### src/rtl/lsv_pkg.sv
package lsv_pkg;
  typedef enum logic [2:0] {
    ST_IDLE,
    ST_WR_CMD,
    ST_WR_DATA,
    ST_RD_CMD,
    ST_RD_DATA,
    ST_EVAL
  } lsv_state_e;
endpackage

### src/rtl/lsv_pattern_gen.sv
module lsv_pattern_gen #(
  parameter int DW    = 16,
  parameter int WORDS = 32,
  localparam int IW   = $clog2(WORDS)
) (
  input  logic [IW-1:0] idx_i,
  output logic [DW-1:0] word_o
);
  // walking one on even words, complement on odd words
  always_comb begin
    word_o = '0;
    word_o[(int'(idx_i) >> 1) % DW] = 1'b1;
    if (idx_i[0]) word_o = ~word_o;
  end
endmodule

### src/rtl/lsv_phase_timer.sv
module lsv_phase_timer #(
  parameter int LIMIT = 4096,
  localparam int CW   = $clog2(LIMIT + 1)
) (
  input  logic clk_i,
  input  logic rst_ni,
  input  logic clr_i,
  input  logic en_i,
  output logic expired_o
);
  logic [CW-1:0] cnt_q;

  always_ff @(posedge clk_i or negedge rst_ni) begin
    if (!rst_ni)                                   cnt_q <= '0;
    else if (clr_i)                                cnt_q <= '0;
    else if (en_i && (cnt_q != CW'(LIMIT)))        cnt_q <= cnt_q + 1'b1;
  end

  assign expired_o = (cnt_q == CW'(LIMIT));


  timer_bound_chk: assert property (@(posedge clk_i) disable iff (!rst_ni)
    cnt_q <= CW'(LIMIT));
endmodule

### src/rtl/lsv_rate_validator.sv
module lsv_rate_validator
  import lsv_pkg::*;
#(
  parameter int RW      = 3,
  parameter int DW      = 16,
  parameter int WORDS   = 32,
  parameter int TIMEOUT = 4096,
  localparam int IW     = $clog2(WORDS)
) (
  input  logic          clk_i,
  input  logic          rst_ni,
  input  logic          start_i,
  input  logic [RW-1:0] max_rate_i,
  output logic          wr_req_o,
  input  logic          wr_ack_i,
  output logic          wr_valid_o,
  output logic [DW-1:0] wr_data_o,
  output logic          rd_req_o,
  input  logic          rd_ack_i,
  input  logic          rd_valid_i,
  input  logic [DW-1:0] rd_data_i,
  input  logic          crc_err_i,
  output logic [RW-1:0] rate_o,
  output logic          done_o,
  output logic          link_fail_o,
  output logic          busy_o,
  output logic          xfer_en_o
);
  localparam logic [IW-1:0] LAST_IDX = IW'(WORDS - 1);

  lsv_state_e    state_q, prev_q;
  logic [RW-1:0] rate_q;
  logic [IW-1:0] idx_q;
  logic          bad_q, locked_q, fail_q, done_q;
  logic [DW-1:0] pat_word;
  logic          expired, tmr_en, in_test;

  lsv_pattern_gen #(.DW(DW), .WORDS(WORDS)) u_pat (
    .idx_i  (idx_q),
    .word_o (pat_word)
  );

  assign tmr_en = (state_q == ST_WR_CMD) || (state_q == ST_RD_CMD) || (state_q == ST_RD_DATA);

  lsv_phase_timer #(.LIMIT(TIMEOUT)) u_tmr (
    .clk_i     (clk_i),
    .rst_ni    (rst_ni),
    .clr_i     (state_q != prev_q),
    .en_i      (tmr_en),
    .expired_o (expired)
  );

  assign in_test = (state_q != ST_IDLE) && (state_q != ST_EVAL);

  always_ff @(posedge clk_i or negedge rst_ni) begin
    if (!rst_ni) begin
      state_q  <= ST_IDLE;
      prev_q   <= ST_IDLE;
      rate_q   <= '0;
      idx_q    <= '0;
      bad_q    <= 1'b0;
      locked_q <= 1'b0;
      fail_q   <= 1'b0;
      done_q   <= 1'b0;
    end else begin
      prev_q <= state_q;
      done_q <= 1'b0;
      unique case (state_q)
        ST_IDLE: if (start_i) begin
          rate_q   <= max_rate_i;
          locked_q <= 1'b0;
          fail_q   <= 1'b0;
          bad_q    <= 1'b0;
          state_q  <= ST_WR_CMD;
        end
        ST_WR_CMD: begin
          if (wr_ack_i) begin
            idx_q   <= '0;
            state_q <= ST_WR_DATA;
          end else if (expired) begin
            bad_q   <= 1'b1;
            state_q <= ST_EVAL;
          end
        end
        ST_WR_DATA: begin
          idx_q <= idx_q + 1'b1;
          if (idx_q == LAST_IDX) begin
            idx_q   <= '0;
            state_q <= ST_RD_CMD;
          end
        end
        ST_RD_CMD: begin
          if (rd_ack_i) begin
            idx_q   <= '0;
            state_q <= ST_RD_DATA;
          end else if (expired) begin
            bad_q   <= 1'b1;
            state_q <= ST_EVAL;
          end
        end
        ST_RD_DATA: begin
          if (rd_valid_i) begin
            if (rd_data_i != pat_word) bad_q <= 1'b1;
            idx_q <= idx_q + 1'b1;
            if (idx_q == LAST_IDX) state_q <= ST_EVAL;
          end else if (expired) begin
            bad_q   <= 1'b1;
            state_q <= ST_EVAL;
          end
        end
        ST_EVAL: begin
          if (!bad_q) begin
            locked_q <= 1'b1;
            done_q   <= 1'b1;
            state_q  <= ST_IDLE;
          end else if (rate_q == '0) begin
            fail_q  <= 1'b1;
            done_q  <= 1'b1;
            state_q <= ST_IDLE;
          end else begin
            rate_q  <= rate_q - 1'b1;
            bad_q   <= 1'b0;
            state_q <= ST_WR_CMD;
          end
        end
        default: state_q <= ST_IDLE;
      endcase
      if (in_test && crc_err_i) bad_q <= 1'b1;
    end
  end

  assign wr_req_o    = (state_q == ST_WR_CMD);
  assign wr_valid_o  = (state_q == ST_WR_DATA);
  assign wr_data_o   = pat_word;
  assign rd_req_o    = (state_q == ST_RD_CMD);
  assign busy_o      = (state_q != ST_IDLE);
  assign rate_o      = rate_q;
  assign done_o      = done_q;
  assign link_fail_o = fail_q;
  assign xfer_en_o   = locked_q;


  req_excl_chk: assert property (@(posedge clk_i) disable iff (!rst_ni)
    !(wr_req_o && rd_req_o));


  done_pulse_chk: assert property (@(posedge clk_i) disable iff (!rst_ni)
    done_o |=> !done_o);


  xfer_idle_chk: assert property (@(posedge clk_i) disable iff (!rst_ni)
    xfer_en_o |-> !busy_o);


  fail_nolock_chk: assert property (@(posedge clk_i) disable iff (!rst_ni)
    !(link_fail_o && xfer_en_o));


  rate_down_chk: assert property (@(posedge clk_i) disable iff (!rst_ni)
    (busy_o && $past(busy_o)) |-> (rate_o <= $past(rate_o)));
endmodule

### config.mk
export PLATFORM = sky130hd
export DESIGN_NAME = lsv_rate_validator
export DESIGN_NICKNAME = d
export VERILOG_FILES = /design/src/rtl/lsv_pkg.sv /design/src/rtl/lsv_pattern_gen.sv /design/src/rtl/lsv_phase_timer.sv /design/src/rtl/lsv_rate_validator.sv
export SDC_FILE = /design/constraint.sdc
export NUM_CORES = 1
export LEC_CHECK = 0
export ABC_AREA = 0
export BUFFER_PORTS_ARGS = -buffer_cell sky130_fd_sc_hd__buf_2
export CORE_MARGIN = 5
export CORE_UTILIZATION = 35
export CTS_BUF_LIST = sky130_fd_sc_hd__clkbuf_16
export CTS_CLUSTER_DIAMETER = 150
export DETAILED_ROUTE_END_ITERATION = 12
export SYNTH_ARGS = -nofsm -noshare
export SYNTH_HDL_FRONTEND = slang
export SYNTH_SLANG_ARGS = --single-unit
export TNS_END_PERCENT = 30
### constraint.sdc
create_clock -name clk_i -period 5.9 [get_ports clk_i]
set_clock_uncertainty 0.2 [all_clocks]
set_input_delay 0.59 -clock clk_i [delete_from_list [all_inputs] [get_ports clk_i]]
set_output_delay 0.59 -clock clk_i [all_outputs]
set_load 0.01 [all_outputs]
==> run_results.csv, run 1 <==
group,metric,value,unit
die,start_util,35.87,%
job,cap_viol_max_count,0,
clocking,cts-buffers-inserted,5,
yosys,syn_nets,375,
clocking,cts_resized,0,
yosys,syn-instance-count,343,
die,fp.dieH,98.77,µm
die,rows,32,
worst_setup_path,cp-start-kind,"flop",
clocking,htreeDepth,2,
worst_setup_path,crit_fanout,28,
worst_setup_path,worst_setup_path_end_kind,"primary output",
die,dieArea,9755,µm²
global_route,grt_pass1_wl,11450,µm
run_status,outcome,"completed",
worst_setup_path,timing.rr.start,"idx_q[0]",
worst_setup_path,crit_path_start,"idx_q[2]",
yosys,synthArstFlopShare,100.0,%
clocking,clockBufferDepth,2,
die,fp.dieW,98.77,µm
power,fin_total_pwr,0.001116,W
power,peakVddDrop,151.8,µV
clocking,cts_sinks,31,
route,dr.pass1.iters,4,
clocking,cts_tree,"done",
power,power_density,352.8,nW/µm²
worst_setup_path,arrival,2.12,ns
sta,relSlewSlack,33.02,%
cells_and_area,layout-drive-gt1-share,17.85,%
sta,drv_slew,0,
route,wire_per_inst,14.17,µm
global_route,grt_start_max_net_pins,32,
yosys,synth_ff_type,"dfrtp_1",
route,vias_per_cell,5.371,
sta,hold_ws,0.1540,ns
die,core,7687,µm²
placement,post-dp-hpwl,5038,µm
sta,tightest_slew,1.004,ns
cells_and_area,nets,413,
route,antenna_left,0,
clocking,path_clk_slew,0.05,ns
global_route,antenna_found_initial,0,
sta,period_share,49.35,%
route,drc,0,
global_route,grt-ovfl-total,0,
sta,rsz0062_at_grt,"false",
yosys,synth_edf_count,0,
yosys,synth.avg_cell_area,8.040,µm²
sta,hold_viol,0,
sta,tns,0,ns
clocking,root_buffer,"clkbuf_16",
yosys,ys_seq_area_share,28.13,%
global_route,grt_usage,14.03,%
sta,min_period,2.911,ns
sta,setup_viol,0,
clocking,holdBufCountCts,0,
placement,gp_congestion,0.8532,
yosys,yosys_register_bits,31,
cells_and_area,area_growth,14.75,%
cells_and_area,antenna_cells,0,
yosys,yosys_warnings,0,
worst_setup_path,worstSetupPathType,"flop to primary output",
clocking,cts_setup_buffers,0,
route,vias,2594,
sta,clock.fmax,343.5,MHz
clocking,clk_latency,0.28,ns
die,pin_count,52,
yosys,ys_types,61,
route,drtIter0Drc,116,
worst_setup_path,crit_required,5.11,ns
yosys,syn_area,2758,µm²
global_route,grt_pass1_vias,2437,
power,leakagePower,1.396,nW
worst_hold_path,hp-class,"input port to async pin",
route,wl,6843,µm
placement,numPortBuffers,51,
## worst max-delay path: stages (launching register included)
cell and delay [ns]:
dfrtp_1 0.92, or4b_1 0.61, xnor2_1 0.17, buf_2 0.15
## flip-flops by register name, indices dropped and copies added, names as in the netlist
| signal | count |
|---|---|
| xfer_en_o | 1 |
| bad_q | 1 |
| idx_q | 5 |
| prev_q | 3 |
| rate_o | 3 |
| link_fail_o | 1 |
| state_q | 3 |
| u_tmr.cnt_q | 13 |
| done_o | 1 |
## metrics by stage
stage	cells	util, %	setup slack [ns]	cell area [µm²]
final	483	41.16	2.989	3164
after global routing	483	41.16	2.834	3164
after CTS	483	41.16	2.974	3164
after detailed placement	476	39.42	3.142	3030
after global placement	476	39.42	3.172	3030
after floorplan	343	-	3.544	2758
## cell type report
cell class | instances | area (µm²)
Fill cell | 823 | 4523
Clock inverter | 2 | 8.758
Timing Repair Buffer | 52 | 262.8
Tap cell | 102 | 127.6
Multi-Input combinational cell | 274 | 1800
Sequential cell | 31 | 775.7
Inverter | 17 | 63.81
Clock buffer | 5 | 125.1
## final timing paths
check | to | slack [ns] | depth (start not counted)
setup / recovery | wr_data_o[2] | 2.99 | 3
hold / removal | u_tmr.cnt_q[0] | 0.15 | 1
setup reg to reg | bad_q | 3.15 | 7
hold reg to reg | xfer_en_o | 0.33 | 2
max in group asynchronous | idx_q[1] | 4.91 | 1
min in group clk_i | xfer_en_o | 0.33 | 2
## report_power, final
| group | switching, W | total, W | internal, W |
|---|---|---|---|
| combinational | 0.000324 | 0.000545 | 0.000221 |
| sequential | 0.0000769 | 0.000333 | 0.000256 |
| clock | 0.0000874 | 0.000239 | 0.000151 |
| total | 0.000488 | 0.00112 | 0.000628 |
## cells in the final DEF (no fill, tap or decap), types with 2 or more instances in the layout
master,instances
clkbuf_16,5
nor3b_1,4
dfrtp_1,31
nand4_1,3
nand3_1,11
nor4_1,2
buf_2,51
a22oi_1,3
ha_1,6
mux2i_1,8
nor4b_1,2
nor2b_1,10
or3_1,2
xor2_1,15
o211ai_1,3
inv_1,17
nor3_1,11
a21oi_1,16
a31oi_1,9
nor2_1,37
a21o_1,4
xnor2_1,25
and3_1,9
nand2b_1,6
and4bb_2,2
o21ai_0,20
o22ai_1,5
nand2_1,31
## cell usage after synthesis (3+ instances only)
library cell,instances,area share [%]
nand2_1,31,4.2
nand3_1,11,2.0
a21oi_1,16,2.9
dfrtp_1,31,28
buf_2,10,1.8
o211ai_1,3,0.82
nor2_1,37,5.0
o22ai_1,5,1.1
o21ai_0,20,3.6
buf_6,3,1.2
clkbuf_1,3,0.41
a21o_1,4,1.1
a22oi_1,3,0.82
a31oi_1,9,2.0
inv_1,17,2.3
nor2b_1,10,2.3
nor3_1,11,2.0
xor2_1,15,4.8
nand2b_1,6,1.4
ha_1,6,2.7
buf_1,4,0.54
mux2i_1,8,2.9
nor3b_1,4,1.1
nand4_1,3,0.68
and3_1,9,2.0
xnor2_1,25,7.9
## routing by layer
layer / wire (µm) / GRT usage, %
met1: 3117 / 18.18
met2: 3325 / 22.99
met3: 316 / 4.105
met4: 84 / 3.466
met5: 0 / 0
## cells by family (layout without fill, tap and decap cells)
| group | Yosys count | in the layout | share of synthesized area, % |
|---|---|---|---|
| XOR/XNOR | 40 | 40 | 12.70 |
| adder cells (fa/ha/maj) | 6 | 6 | 2.722 |
| AO/OA/AOI/OAI | 78 | 78 | 18.83 |
| buffers and inverters | 38 | 76 | 6.579 |
| flip-flops | 31 | 31 | 28.13 |
| multiplexers | 9 | 9 | 3.312 |
| AND/OR/NAND/NOR | 141 | 141 | 27.72 |
No activity file was read; power rests on OpenSTA's default activity.
==> run 2, diff against run 1 <==
--- a/config.mk
+++ b/config.mk
@@ -5,7 +5,7 @@
 export SDC_FILE = /design/constraint.sdc
 export NUM_CORES = 1
 export LEC_CHECK = 0
-export ABC_AREA = 0
+export ABC_AREA = 1
 export BUFFER_PORTS_ARGS = -buffer_cell sky130_fd_sc_hd__buf_2
 export CORE_MARGIN = 5
 export CORE_UTILIZATION = 35
==> constraint.sdc (replaced) <==
create_clock -name clk_i -period 2.58 [get_ports clk_i]
set_clock_uncertainty 0.2 [all_clocks]
set_input_delay 0.258 -clock clk_i [delete_from_list [all_inputs] [get_ports clk_i]]
set_output_delay 0.258 -clock clk_i [all_outputs]
set_load 0.01 [all_outputs]
==> run 2 against run 1 <==
Effect of this change: via count down 0.81%; routed wire length is 9.5% lower; sequential share of layout area rose by 1.6 points; final cell count rose by 10%; non-clock buffer count up 5; critical path depth up 4; count of clock-buffer cells in the layout is the same; total power grew 140%; setup slack lost 2.6 ns; worst hold slack got worse by 0.094 ns; highest routed layer unchanged.
==> run_results.csv, run 2 <==
group,metric,value,unit
placement,numPortBuffers,51,
cells_and_area,mostFrequentLayoutCells,"nand2_1 (105), inv_1 (60), buf_2 (51)",
job,cap_viol_max_count,0,
yosys,syn_area,2442,µm²
clocking,clk_latency,0.27,ns
power,leakagePower,1.591,nW
sta,clock.fmax,463.8,MHz
die,fp.dieH,93.54,µm
sta,tns,0,ns
power,power_density,899.9,nW/µm²
worst_setup_path,cpMostUsedCell,"nor2_1",
cells_and_area,multiInputGateArea,1404,µm²
route,wl,6194,µm
route,antenna_left,0,
sta,hold_viol,0,
yosys,synth.avg_cell_area,6.427,µm²
worst_setup_path,cp-start-kind,"flop",
yosys,ys_types,39,
cells_and_area,layout-drive-gt1-share,16.25,%
worst_setup_path,arrival,2.15,ns
sta,setup_viol,0,
cells_and_area,antenna_cells,0,
clocking,cts-buffers-inserted,5,
global_route,grt-ovfl-total,0,
route,wire_per_inst,11.62,µm
die,rows,30,
sta,period_share,83.58,%
cells_and_area,largest_register_ffs,13,
clocking,cts_tree,"done",
die,pin_count,52,
clocking,htreeDepth,2,
sta,min_period,2.156,ns
yosys,synth_top_area_share,31.76,%
worst_setup_path,path_cells,"nor2_1, inv_1, nor2_1, inv_1, o21ai_0, nor2_1, nor3b_2",
route,drtIter0Drc,169,
placement,gp_congestion,0.8403,
power,fin_total_pwr,0.002668,W
worst_setup_path,timing.rr.start,"state_q[2]",
worst_setup_path,max_stage_delay,0.48,ns
clocking,clockBufferDepth,2,
clocking,path_clk_slew,0.05,ns
yosys,synth_edf_count,0,
yosys,ys_seq_area_share,31.76,%
sta,tightest_slew,0.7304,ns
die,start_util,35.95,%
worst_setup_path,worstRegToRegCells,7,
yosys,synth_most_common_cell,"nand2_1",
sta,relSlewSlack,51.31,%
global_route,grt_start_max_net_pins,32,
worst_hold_path,min-delay-start,"rd_ack_i",
global_route,grt_usage,15.25,%
placement,place_inst,524,
yosys,yosys.area.top_type,"dfrtp_1",
cells_and_area,layout.area.seq,775.7,µm²
placement,post-dp-hpwl,4940,µm
yosys,ys_top_cells_by_area,"dfrtp_1 (32%), nand2_1 (16%), nand3_1 (9.2%)",
route,drc,0,
cells_and_area,fillCellCount,699,
worst_setup_path,crit_fanout,9,
route,vias,2573,
cells_and_area,nets,468,
worst_hold_path,worstHoldPathCells,3,
power,peakVddDrop,320.8,µV
global_route,grt_pass1_vias,2425,
cells_and_area,reg_top3,"u_tmr.cnt_q: 13 flops, idx_q: 5 flops",
cells_and_area,final_common_cell,"nand2_1",
cells_and_area,largest-register,"u_tmr.cnt_q",
sta,drv_slew,0,
yosys,synthArstFlopShare,100.0,%
worst_setup_path,reg2reg_setup_slack,0.42,ns
yosys,syn_nets,412,
clocking,cts_sinks,31,
die,fp.dieW,93.54,µm
run_status,outcome,"completed",
global_route,grt_pass1_wl,10900,µm
sta,rsz0062_at_grt,"false",
worst_setup_path,crit_required,2.57,ns
route,dr.pass1.iters,5,
worst_setup_path,slowest_stage,"dfrtp_1",
yosys,yosys-top-cells-count,"nand2_1 (105), inv_1 (58), nand3_1 (45)",
cells_and_area,stdcell_count,533,
yosys,yosys_warnings,0,
cells_and_area,area_growth,21.41,%
yosys,yosys_register_bits,31,
worst_setup_path,reg2reg_to,"idx_q[3]",
worst_setup_path,worstSetupPathType,"flop to flop",
clocking,cts_setup_buffers,0,
die,core,6794,µm²
route,vias_per_cell,4.827,
yosys,synth_ff_type,"dfrtp_1",
die,dieArea,8749,µm²
worst_hold_path,min_to,"state_q[2]",
worst_hold_path,hp-class,"input port to flop",
yosys,syn-instance-count,380,
worst_setup_path,worst_setup_path_end_kind,"flop",
clocking,root_buffer,"clkbuf_16",
global_route,antenna_found_initial,0,
run 2: worst max-delay path by stage:
stage | from | endpoint | slack (ns) | depth (start not counted)
after global placement | idx_q[4] | bad_q | 0.43 | 12
after detailed placement | idx_q[4] | bad_q | 0.44 | 12
final | state_q[2] | idx_q[3] | 0.42 | 7
after CTS | idx_q[4] | bad_q | 0.42 | 12
after global routing | idx_q[4] | bad_q | 0.17 | 13
after floorplan | state_q[1] | idx_q[3] | 0.62 | 9
run 2: area by class of cell:
| type | instances | area share [%] |
|---|---|---|
| sequential | 31 | 26.16 |
| inverter | 60 | 7.595 |
| multi-input combinational | 281 | 47.34 |
| clock inverter | 3 | 0.4219 |
| tap | 96 | 4.051 |
| timing repair buffer | 57 | 10.21 |
| clock buffer | 5 | 4.219 |
run 2: critical path, delay by kind of cell, from the launching register on:
family | cells | cell delay, ns
AO/OA/AOI/OAI | 1 | 0.48
buffers and inverters | 2 | 0.19
flip-flops | 1 | 0.48
AND/OR/NAND/NOR | 4 | 0.72
run 2: layer usage:
metal  vias to the layer above  share of wire [%]  track usage [%]
met5                         -                  0                0
met4                         0                1.7            4.693
met3                        12                3.3            2.655
met2                        54                 50            26.68
met1                      1167                 45            19.01
li1                       1340                  -                -
run 2: cells by family (layout without fill, tap and decap cells):
group	count (synthesis)	count (layout)	share of synthesized area, %
simple gates	217	217	39.65
buf+inv	68	125	10.76
compound gates	51	51	11.68
flops	31	31	31.76
xor+xnor	7	7	3.074
fa+ha+maj	6	6	3.074
run 2: report_power, final:
part,internal (W),leakage [nW],switching (W)
Combinational,0.000511,1.10,0.000904
Clock,0.000348,0.0762,0.000203
Sequential,0.000591,0.417,0.000111
Total,0.00145,1.59,0.00122
run 2: timing repair:
action,in CTS,in global routing
hold buffers,1,0
gates resized for setup,0,0
endpoints found under the hold margin,31,0
run 2: through the flow:
step / hold slack [ns] / instance area [µm²] / util, % / setup WS (ns)
3_3_place_gp: 0.1631 / 2818 / 41.47 / 0.4268
2_1_floorplan: -0.2376 / 2442 / - / 0.6150
4_1_cts: 0.05711 / 2965 / 43.65 / 0.4230
5_1_grt: 0.07510 / 2965 / 43.65 / 0.1704
6_report: 0.06037 / 2965 / 43.65 / 0.4237
3_5_place_dp: 0.1584 / 2818 / 41.47 / 0.4405
